## src/rtl/rdv_pkg.sv

```systemverilog
package rdv_pkg;
  typedef enum logic [1:0] {
    ST_DONE    = 2'd0,
    ST_BLOCKED = 2'd1,
    ST_FAILED  = 2'd2
  } st_e;

  typedef enum logic [1:0] {
    SRC_MSG    = 2'd0,
    SRC_ID     = 2'd1,
    SRC_CAR    = 2'd2,
    SRC_PARKED = 2'd3
  } src_e;

  function automatic logic op_is_send(input logic [2:0] op);
    return (op == 3'd0) || (op == 3'd2) || (op == 3'd4);
  endfunction

  function automatic logic op_is_recv(input logic [2:0] op);
    return (op == 3'd1) || (op == 3'd3) || (op == 3'd5);
  endfunction

  function automatic logic op_is_cond(input logic [2:0] op);
    return (op == 3'd2) || (op == 3'd3);
  endfunction

  function automatic logic op_is_surr(input logic [2:0] op);
    return (op == 3'd4) || (op == 3'd5);
  endfunction
endpackage

```

## src/rtl/rdv_ring.sv

```systemverilog
module rdv_ring #(
  parameter int W = 8,
  parameter int D = 4,
  localparam int AW = (D > 1) ? $clog2(D) : 1,
  localparam int CW = $clog2(D + 1)
) (
  input  logic          clk,
  input  logic          rst_n,
  input  logic          push,
  input  logic          pop,
  input  logic [W-1:0]  wdata,
  output logic [W-1:0]  rdata,
  output logic [CW-1:0] count
);
  logic [W-1:0]  mem [D];
  logic [AW-1:0] wr_ptr, rd_ptr;

  function automatic logic [AW-1:0] step(input logic [AW-1:0] p);
    return (p == AW'(D - 1)) ? '0 : p + AW'(1);
  endfunction

  always_ff @(posedge clk) begin
    if (push) mem[wr_ptr] <= wdata;
  end

  always_ff @(posedge clk) begin
    if (!rst_n) begin
      wr_ptr <= '0;
      rd_ptr <= '0;
      count  <= '0;
    end else begin
      if (push) wr_ptr <= step(wr_ptr);
      if (pop)  rd_ptr <= step(rd_ptr);
      count <= count + CW'(push) - CW'(pop);
    end
  end

  assign rdata = mem[rd_ptr];
endmodule

```

## src/rtl/rdv_decide.sv

```systemverilog
module rdv_decide
  import rdv_pkg::*;
(
  input  logic       fire,
  input  logic [2:0] op,
  input  logic       q_waiters,
  input  logic       q_empty,
  input  logic       q_full,
  input  logic       bs_empty,
  input  logic       bs_full,
  output logic       q_push,
  output logic       q_pop,
  output src_e       q_src,
  output logic       bs_push,
  output logic       bs_use_car,
  output logic       bs_pop,
  output logic       wake,
  output logic       deliver,
  output logic       release_o,
  output st_e        status
);
  logic is_send, is_recv, is_cond, is_surr;

  always_comb begin
    is_send    = op_is_send(op);
    is_recv    = op_is_recv(op);
    is_cond    = op_is_cond(op);
    is_surr    = op_is_surr(op);
    q_push     = 1'b0;
    q_pop      = 1'b0;
    q_src      = SRC_MSG;
    bs_push    = 1'b0;
    bs_use_car = 1'b0;
    bs_pop     = 1'b0;
    wake       = 1'b0;
    deliver    = 1'b0;
    release_o  = 1'b0;
    status     = ST_FAILED;
    if (fire && is_send) begin
      if (q_waiters && !q_empty) begin
        q_pop  = 1'b1;
        wake   = 1'b1;
        status = ST_DONE;
      end else if (!q_full) begin
        q_push = 1'b1;
        q_src  = SRC_MSG;
        status = ST_DONE;
      end else if (!is_cond && !bs_full) begin
        bs_push    = 1'b1;
        bs_use_car = is_surr;
        status     = ST_BLOCKED;
      end
    end else if (fire && is_recv) begin
      if (!q_waiters && !q_empty) begin
        q_pop   = 1'b1;
        deliver = 1'b1;
        status  = ST_DONE;
        if (!bs_empty) begin
          bs_pop    = 1'b1;
          q_push    = 1'b1;
          q_src     = SRC_PARKED;
          release_o = 1'b1;
        end
      end else if (!is_cond && !q_full) begin
        q_push = 1'b1;
        q_src  = is_surr ? SRC_CAR : SRC_ID;
        status = ST_BLOCKED;
      end
    end
  end
endmodule

```

## src/rtl/rdv_port.sv

```systemverilog
module rdv_port
  import rdv_pkg::*;
#(
  parameter int IDW   = 4,
  parameter int MW    = 8,
  parameter int DEPTH = 4,
  parameter int PARK  = 2
) (
  input  logic           clk,
  input  logic           rst_n,
  input  logic           cmd_valid,
  output logic           cmd_ready,
  input  logic [2:0]     cmd_op,
  input  logic [IDW-1:0] cmd_id,
  input  logic [IDW-1:0] cmd_carrier,
  input  logic [MW-1:0]  cmd_msg,
  output logic           rsp_valid,
  output logic [1:0]     rsp_status,
  output logic [MW-1:0]  rsp_msg,
  output logic           wake_valid,
  output logic [IDW-1:0] wake_id,
  output logic [MW-1:0]  wake_msg,
  output logic           rel_valid,
  output logic [IDW-1:0] rel_id
);
  localparam int EW  = (MW > IDW) ? MW : IDW;
  localparam int PW  = IDW + MW;
  localparam int QCW = $clog2(DEPTH + 1);
  localparam int PCW = $clog2(PARK + 1);

  logic           fire;
  logic           mode_q;
  logic [EW-1:0]  q_head, q_wdata;
  logic [QCW-1:0] q_count;
  logic [PW-1:0]  bs_head, bs_wdata;
  logic [PCW-1:0] bs_count;
  logic           q_push, q_pop, bs_push, bs_use_car, bs_pop;
  logic           wake, deliver, release_w;
  src_e           q_src;
  st_e            status;
  logic           q_empty, q_full, bs_empty, bs_full;

  assign fire     = cmd_valid && cmd_ready;
  assign q_empty  = (q_count == '0);
  assign q_full   = (q_count == QCW'(DEPTH));
  assign bs_empty = (bs_count == '0);
  assign bs_full  = (bs_count == PCW'(PARK));

  rdv_decide u_decide (
    .fire       (fire),
    .op         (cmd_op),
    .q_waiters  (mode_q),
    .q_empty    (q_empty),
    .q_full     (q_full),
    .bs_empty   (bs_empty),
    .bs_full    (bs_full),
    .q_push     (q_push),
    .q_pop      (q_pop),
    .q_src      (q_src),
    .bs_push    (bs_push),
    .bs_use_car (bs_use_car),
    .bs_pop     (bs_pop),
    .wake       (wake),
    .deliver    (deliver),
    .release_o  (release_w),
    .status     (status)
  );

  always_comb begin
    case (q_src)
      SRC_ID:     q_wdata = EW'(cmd_id);
      SRC_CAR:    q_wdata = EW'(cmd_carrier);
      SRC_PARKED: q_wdata = EW'(bs_head[MW-1:0]);
      default:    q_wdata = EW'(cmd_msg);
    endcase
  end

  assign bs_wdata = {(bs_use_car ? cmd_carrier : cmd_id), cmd_msg};

  rdv_ring #(.W(EW), .D(DEPTH)) u_items (
    .clk   (clk),
    .rst_n (rst_n),
    .push  (q_push),
    .pop   (q_pop),
    .wdata (q_wdata),
    .rdata (q_head),
    .count (q_count)
  );

  rdv_ring #(.W(PW), .D(PARK)) u_parked (
    .clk   (clk),
    .rst_n (rst_n),
    .push  (bs_push),
    .pop   (bs_pop),
    .wdata (bs_wdata),
    .rdata (bs_head),
    .count (bs_count)
  );

  always_ff @(posedge clk) begin
    if (!rst_n) begin
      cmd_ready  <= 1'b0;
      mode_q     <= 1'b0;
      rsp_valid  <= 1'b0;
      rsp_status <= 2'd0;
      rsp_msg    <= '0;
      wake_valid <= 1'b0;
      wake_id    <= '0;
      wake_msg   <= '0;
      rel_valid  <= 1'b0;
      rel_id     <= '0;
    end else begin
      cmd_ready  <= 1'b1;
      if (q_push && q_empty)
        mode_q <= (q_src == SRC_ID) || (q_src == SRC_CAR);
      rsp_valid  <= fire;
      rsp_status <= fire ? 2'(status) : 2'd0;
      rsp_msg    <= deliver ? q_head[MW-1:0] : '0;
      wake_valid <= wake;
      wake_id    <= wake ? q_head[IDW-1:0] : '0;
      wake_msg   <= wake ? cmd_msg : '0;
      rel_valid  <= release_w;
      rel_id     <= release_w ? bs_head[PW-1:MW] : '0;
    end
  end
endmodule

```

## config.mk

```make
export PLATFORM = sky130hd
export DESIGN_NAME = rdv_port
export DESIGN_NICKNAME = d
export VERILOG_FILES = /design/src/rtl/rdv_pkg.sv /design/src/rtl/rdv_ring.sv /design/src/rtl/rdv_decide.sv /design/src/rtl/rdv_port.sv
export SDC_FILE = /design/constraint.sdc
export NUM_CORES = 1
export LEC_CHECK = 0
export BUFFER_PORTS_ARGS = -buffer_cell sky130_fd_sc_hd__buf_2
export CAP_MARGIN = 15
export CORE_MARGIN = 2
export CORE_UTILIZATION = 61
export DETAILED_ROUTE_END_ITERATION = 8
export PLACE_DENSITY = 0.84
export SKIP_LAST_GASP = 1
export SYNTH_ARGS = -nofsm -noshare
export SYNTH_HDL_FRONTEND = slang
export SYNTH_SLANG_ARGS = --single-unit
```

## constraint.sdc

```tcl
create_clock -name clk -period 4 [get_ports clk]
set_input_delay 0.8 -clock clk [delete_from_list [all_inputs] [get_ports clk]]
set_output_delay 0.8 -clock clk [all_outputs]
set_load 0.01 [all_outputs]
```

Word level (Yosys, flattened, before mapping) --
Memory sizes are Yosys's and may differ from the RTL's. A register that Yosys moved wholly into a read port is not among the register bits. Cells that the tools add are included.
Storage, ports and cells: logic and storage cells 117, flip-flop bits (word level) 42, input port bits 22, memory bits (writable) 56, memories kept 2
Operators by class: equality and inequality tests 12, reduce and logical (&&, ||, !) cells 27, $add $sub $neg 8, muxes and demuxes 52
Memory list:
- u_items.mem | depth 4, bits a word 8, read ports 1, clocked after memory_dff 1, write ports 1, line rdv_ring.sv:15 | logic [W-1:0] mem [D];
- u_parked.mem | depth 2, bits a word 12, read ports 1, clocked after memory_dff 1, write ports 1, line rdv_ring.sv:15
Operators by type and width (count):
- 2-to-1 mux 2 bit | 17
- 2-to-1 mux 1 bit | 33
- one-hot mux 8 bit (3 select lines) | 1
- == test 2 bit (second input constant) | 5
- == test 3 bit (second input constant) | 3
- logical AND 1 bit | 8
- AND reduction 2 bit | 4
- logical OR 1 bit | 7
- == test 3 x 2 -> 1 bit (second input constant) | 2
- logical NOT 3 bit | 2
- logical NOT 1 bit | 5
- adder 2 x 1 -> 2 bit (second input constant) | 2
- 2-to-1 mux 4 bit | 1
- adder 3 x 1 -> 3 bit | 1
- == test 3 x 1 -> 1 bit (second input constant) | 1
- subtractor 3 x 1 -> 3 bit | 1
- adder 1 bit (second input constant) | 2
- adder 2 x 1 -> 2 bit | 1
- == test 2 x 1 -> 1 bit (second input constant) | 1
- logical NOT 2 bit | 1
- subtractor 2 x 1 -> 2 bit | 1

Depth between registers and ports, before layout --
word-level depth 10, mapped depth 12

Hierarchy --
A second synthesis with hierarchy kept.
Second synthesis, totals: cell total of the unflattened synthesis 268, area, all modules 4062.6 um2
By module, submodules not included:
- rdv_ring (u_items) | cells an instance 82, area an instance 1605.3 um2, seq. area each 1141.1 um2, times used 1
- rdv_port | cells an instance 101, area an instance 1144.8 um2, seq. area each 620.6 um2, times used 1
- rdv_ring (u_parked) | cells an instance 56, area an instance 1084.8 um2, seq. area each 820.8 um2, times used 1
- rdv_decide | cells an instance 29, area an instance 227.7 um2, seq. area each 0.0 um2, times used 1

Worst setup path before layout --
No wires, ideal clock.
path type input-to-reg, from in cmd_op[0], to reg u_items.count[2], data arrival time 2704 ps, stages on the path 12, setup slack 1168 ps, buffers on the path 2, data required time 3872 ps, library setup time 128 ps, cells stage by stage clkbuf_1 -> xor2_1 -> and4_1 -> clkbuf_1 -> ha_1 -> inv_1 -> ha_1 -> inv_1 -> fa_1 -> xor2_1 -> xnor2_1 -> nor2_1
Between the ends: cells in the longest elaborated chain, start to end 10, elaborated cells on any way between the ends 23, those cells by class add/sub (2); eq/ne (5); mux (6); reduce/logical (10)
Ends and longest elaborated chain:
- start: declaration | line rdv_port.sv:13 | input logic [2:0] cmd_op,
- == test 3 x 2 -> 1 bit, on equally long branches | line rdv_pkg.sv:16, rdv_pkg.sv:24, rdv_pkg.sv:20
- logical OR 1 bit | line rdv_pkg.sv:24 | return (op == 3'd2) || (op == 3'd3);
- logical NOT 1 bit | line rdv_decide.sv:64 | end else if (!is_cond && !q_full) begin
- logical AND 1 bit | line rdv_decide.sv:64
- 2-to-1 mux 1 bit | line rdv_decide.sv:64
- 2-to-1 mux 1 bit | line rdv_decide.sv:54 | if (!q_waiters && !q_empty) begin
- 2-to-1 mux 1 bit | line rdv_decide.sv:53 | end else if (fire && is_recv) begin
- 2-to-1 mux 1 bit | line rdv_decide.sv:39 | if (fire && is_send) begin
- adder 3 x 1 -> 3 bit | line rdv_ring.sv:34 | count <= count + CW'(push) - CW'(pop);
- subtractor 3 x 1 -> 3 bit * | line rdv_ring.sv:34
- end signal: assignment | line rdv_ring.sv:34
- end: declaration | line rdv_ring.sv:13 | output logic [CW-1:0] count
Every way passes the cells marked *; elsewhere a longest branch is shown, timed or not. A chain may end at the register's enable or synchronous reset.

Worst setup path after layout --
from reg u_items.count[1], to mem u_items.mem[0][7], data pin
Between the ends: cells in the longest elaborated chain, start to end 9, elaborated cells on any way between the ends 14, those cells by class eq/ne (4); mux (5); reduce/logical (5)
Ends and longest elaborated chain:
- == test 3 bit | line rdv_port.sv:45 | assign q_full = (q_count == QCW'(DEPTH));
- logical NOT 1 bit
- logical AND 1 bit | line rdv_decide.sv:64
- 2-to-1 mux 2 bit | line rdv_decide.sv:64
- 2-to-1 mux 2 bit * | line rdv_decide.sv:54
- 2-to-1 mux 2 bit * | line rdv_decide.sv:53
- 2-to-1 mux 2 bit * | line rdv_decide.sv:39
- == test 2 bit / == test 2 x 1 -> 1 bit (equally long branches) | line rdv_port.sv:70 | case (q_src)
- one-hot mux 8 bit (3 select lines) * | line rdv_port.sv:70
- via q_wdata[7] | line rdv_port.sv:33 | logic [EW-1:0] q_head, q_wdata;
- end: declaration | line rdv_ring.sv:15
The timed path passes the listed nets; every way through them passes the cells marked *.

==> reports/qor.txt <==
Starting density of the core: 62.9%
Vias: 2458
Layout net count: 380
Fin crit period: 2690 ps
Hold depth: 2
Area occupied by multi-input gates: 0.00132 mm²
Placeable Area: 0.00635 mm²
Starting DRT DRC Count: 176
DR WL/cell: 17.6 µm
Worst-skew pair later-pin latency: 360 ps
Cts repair resizes: 0
Grt total ovfl: 0
DP Area: 0.00432 mm²
HP Class: reg2reg
Area leader, netlist: edfxtp_1
Synthesis warning total: 0
Layout cells sized above 1: 24.6%
Endpoint type of the worst setup path: register
Die Wd: 84.9 µm
Final total power: 1950 µW
Crit path launch: u_items.count[1]
Gpl congestion: 0.836
Slew Viols, Final: 0
Max Fclk: 372 MHz
Row Count: 29
Cells on worst reg2reg path: 7
Main area contributors after synthesis: edfxtp_1 (42%), dfxtp_1 (23%), mux4_2 (4.5%)
H-tree Lvls: 3
Largest net degree at the start of global routing: 19
Fin crit share: 67.2%
Slew headroom: 45.4%
Final std cells w/o fill: 426
Top Ports: 52
Critical path arrival: 2790 ps
Outcome: completed
Vias in the first global route: 2380
Final antenna-violating net count: 0
Setup Fix Bufs, Post-CTS: 0
CP startpoint kind: register
Most frequent cells after synthesis: edfxtp_1 (56), dfxtp_1 (45), and2_1 (23)
Setup CP Type: reg2reg
Post-synth net total: 326
EDFF count, synth: 56
Clock Sinks: 101
Dpl cells: 410
Peak supply drop: 0.304 mV
Most frequent cell after synthesis: edfxtp_1
Synth Area per Inst: 13.8 µm²
Slew @ Worst Pin: 813 ps
Clock Pin Slew Worst Setup and Hold Paths: 100 ps
CP required: 4100 ps
Initial antenna violation count: 0
NetSw: 469 µW
Int Pwr: 1480 µW
RSZ-0062 raised after global routing: no
Setup-failing EPs final: 0
Pwr dens: 431 mW/mm²
DR vias/cell: 5.77
Reg power frac: 58.3%
Final Hold Vio Count: 0
Num CTS Buffers: 9
Total track usage: 22.1%
Final instance area: 0.00452 mm²
DRT Pass-1 Iters: 5
DR DRC count: 0
Sequential fraction of the synthesis area: 64.6%
Count of cell types in the netlist: 41
Filler cells: 432
Clk pwr share: 33.7%
Layout area overhead: 13.2%
Syn Inst Count: 290
# diodes: 0
Register area: 0.00258 mm²
Hold Slack: 488 ps
Post-synth ARST share: 0%
Synth Flop Type: edfxtp_1
Setup_tns: 0 ps
Die Height: 84.9 µm
Critical register-to-register path startpoint: u_items.count[1]
CTS tree: yes
Number of synthesized register bits: 101
Global-route wire length before repair: 12.0 mm
Leak Pwr: 0.00181 µW
Post-DP HPWL: 5.35 mm
CTS root buffer: clkbuf_8
Yosys top cell area share: 42.1%
Max Cap Violations: 0
Hold Buf Count CTS: 0
Crit-path max FO: 9
Total die area: 0.00721 mm²
Comb power frac: 7.9%
Clk buf depth: 2
Post-synthesis cell area: 0.00400 mm²
Hold_sp: u_parked.mem[0][9]
Port Buf Inserts: 51
Clk_skew: 8.76 ps
Final WL: 7.52 mm
Sw frac: 24.1%
## power groups by stage
stage	Combinational [µW]	Clock (µW)	Sequential, µW
finish	155	658	1140
global route	173	711	1140
CTS	155	667	1140
detailed placement	154	0	1160
global placement	150	0	1160
floorplan	109	0	1160
## routing by layer
metal | up-vias | routed length, µm | GRT usage (%)
li1 | 1158 | - | -
met1 | 1199 | 3010 | 28.1
met2 | 85 | 3950 | 37.4
met3 | 16 | 400 | 4.47
met4 | 0 | 157 | 8.51
met5 | - | 0 | 0
## worst max-delay path: stages, from the launching register on
cell	delay [ps]
dfxtp_1	510
or3b_1	220
o21ai_0	180
nor3_1	290
o21ai_0	170
ha_1	400
nand2b_1	240
o21ai_0	410
## cells by family (layout without fill, tap and decap cells)
group                      count (synthesis)  after routing  synth area share [%]
xor gates and xnor gates                   5              5                  1.10
adders and majority gates                 14             14                  4.57
muxes                                     33             33                  11.0
buffers and inverters                     25             84                  2.38
AOI/OAI and AO/OA                         26             26                  4.73
DFF                                      101            101                  64.6
and+or+nand+nor                           86             86                  11.6
## cell type report
| cell class | instances | area share (%) |
|---|---|---|
| Tap cell | 77 | 2.13 |
| Multi-Input combinational cell | 164 | 29.1 |
| Clock inverter | 7 | 1.77 |
| Inverter | 16 | 1.33 |
| Timing Repair Buffer | 52 | 5.81 |
| Clock buffer | 9 | 2.74 |
| Sequential cell | 101 | 57.1 |
## registers in the layout (all words and copies together) (netlist names), 2 cells and up, named ones only
| signal | count |
|---|---|
| u_parked.count | 2 |
| rsp_msg | 8 |
| u_parked.mem | 24 |
| u_items.wr_ptr | 2 |
| rel_id | 4 |
| wake_msg | 8 |
| u_items.count | 3 |
| wake_id | 4 |
| u_items.mem | 32 |
| u_items.rd_ptr | 2 |
| rsp_status | 2 |
## through the flow
stage | setup WS (ps) | utilization, %
final | 1310 | 71.3
after CTS | 1330 | 71.3
after global routing | 1110 | 71.3
after floorplan | 1170 | -
after detailed placement | 1140 | 68.0
after global placement | 1200 | 68.0
## final timing paths
check	endpoint	slack [ps]
worst min register to register	rel_id[1]	490
worst min-delay path	rel_id[1]	490
worst max-delay path	u_items.mem[0][7]	1310
worst max register to register	u_items.mem[0][7]	1310
## layout by cell type (no fill, tap or decap), drive strengths merged, types with 9 or more instances in the layout
cell,netlist,layout
dfxtp,45,45
inv,16,19
buf,2,52
edfxtp,56,56
mux2i,17,17
nand2,12,12
ha,13,13
nor2,18,18
o21ai,9,9
clkbuf,7,9
and2,23,23
(Power assumes the default switching activity.)
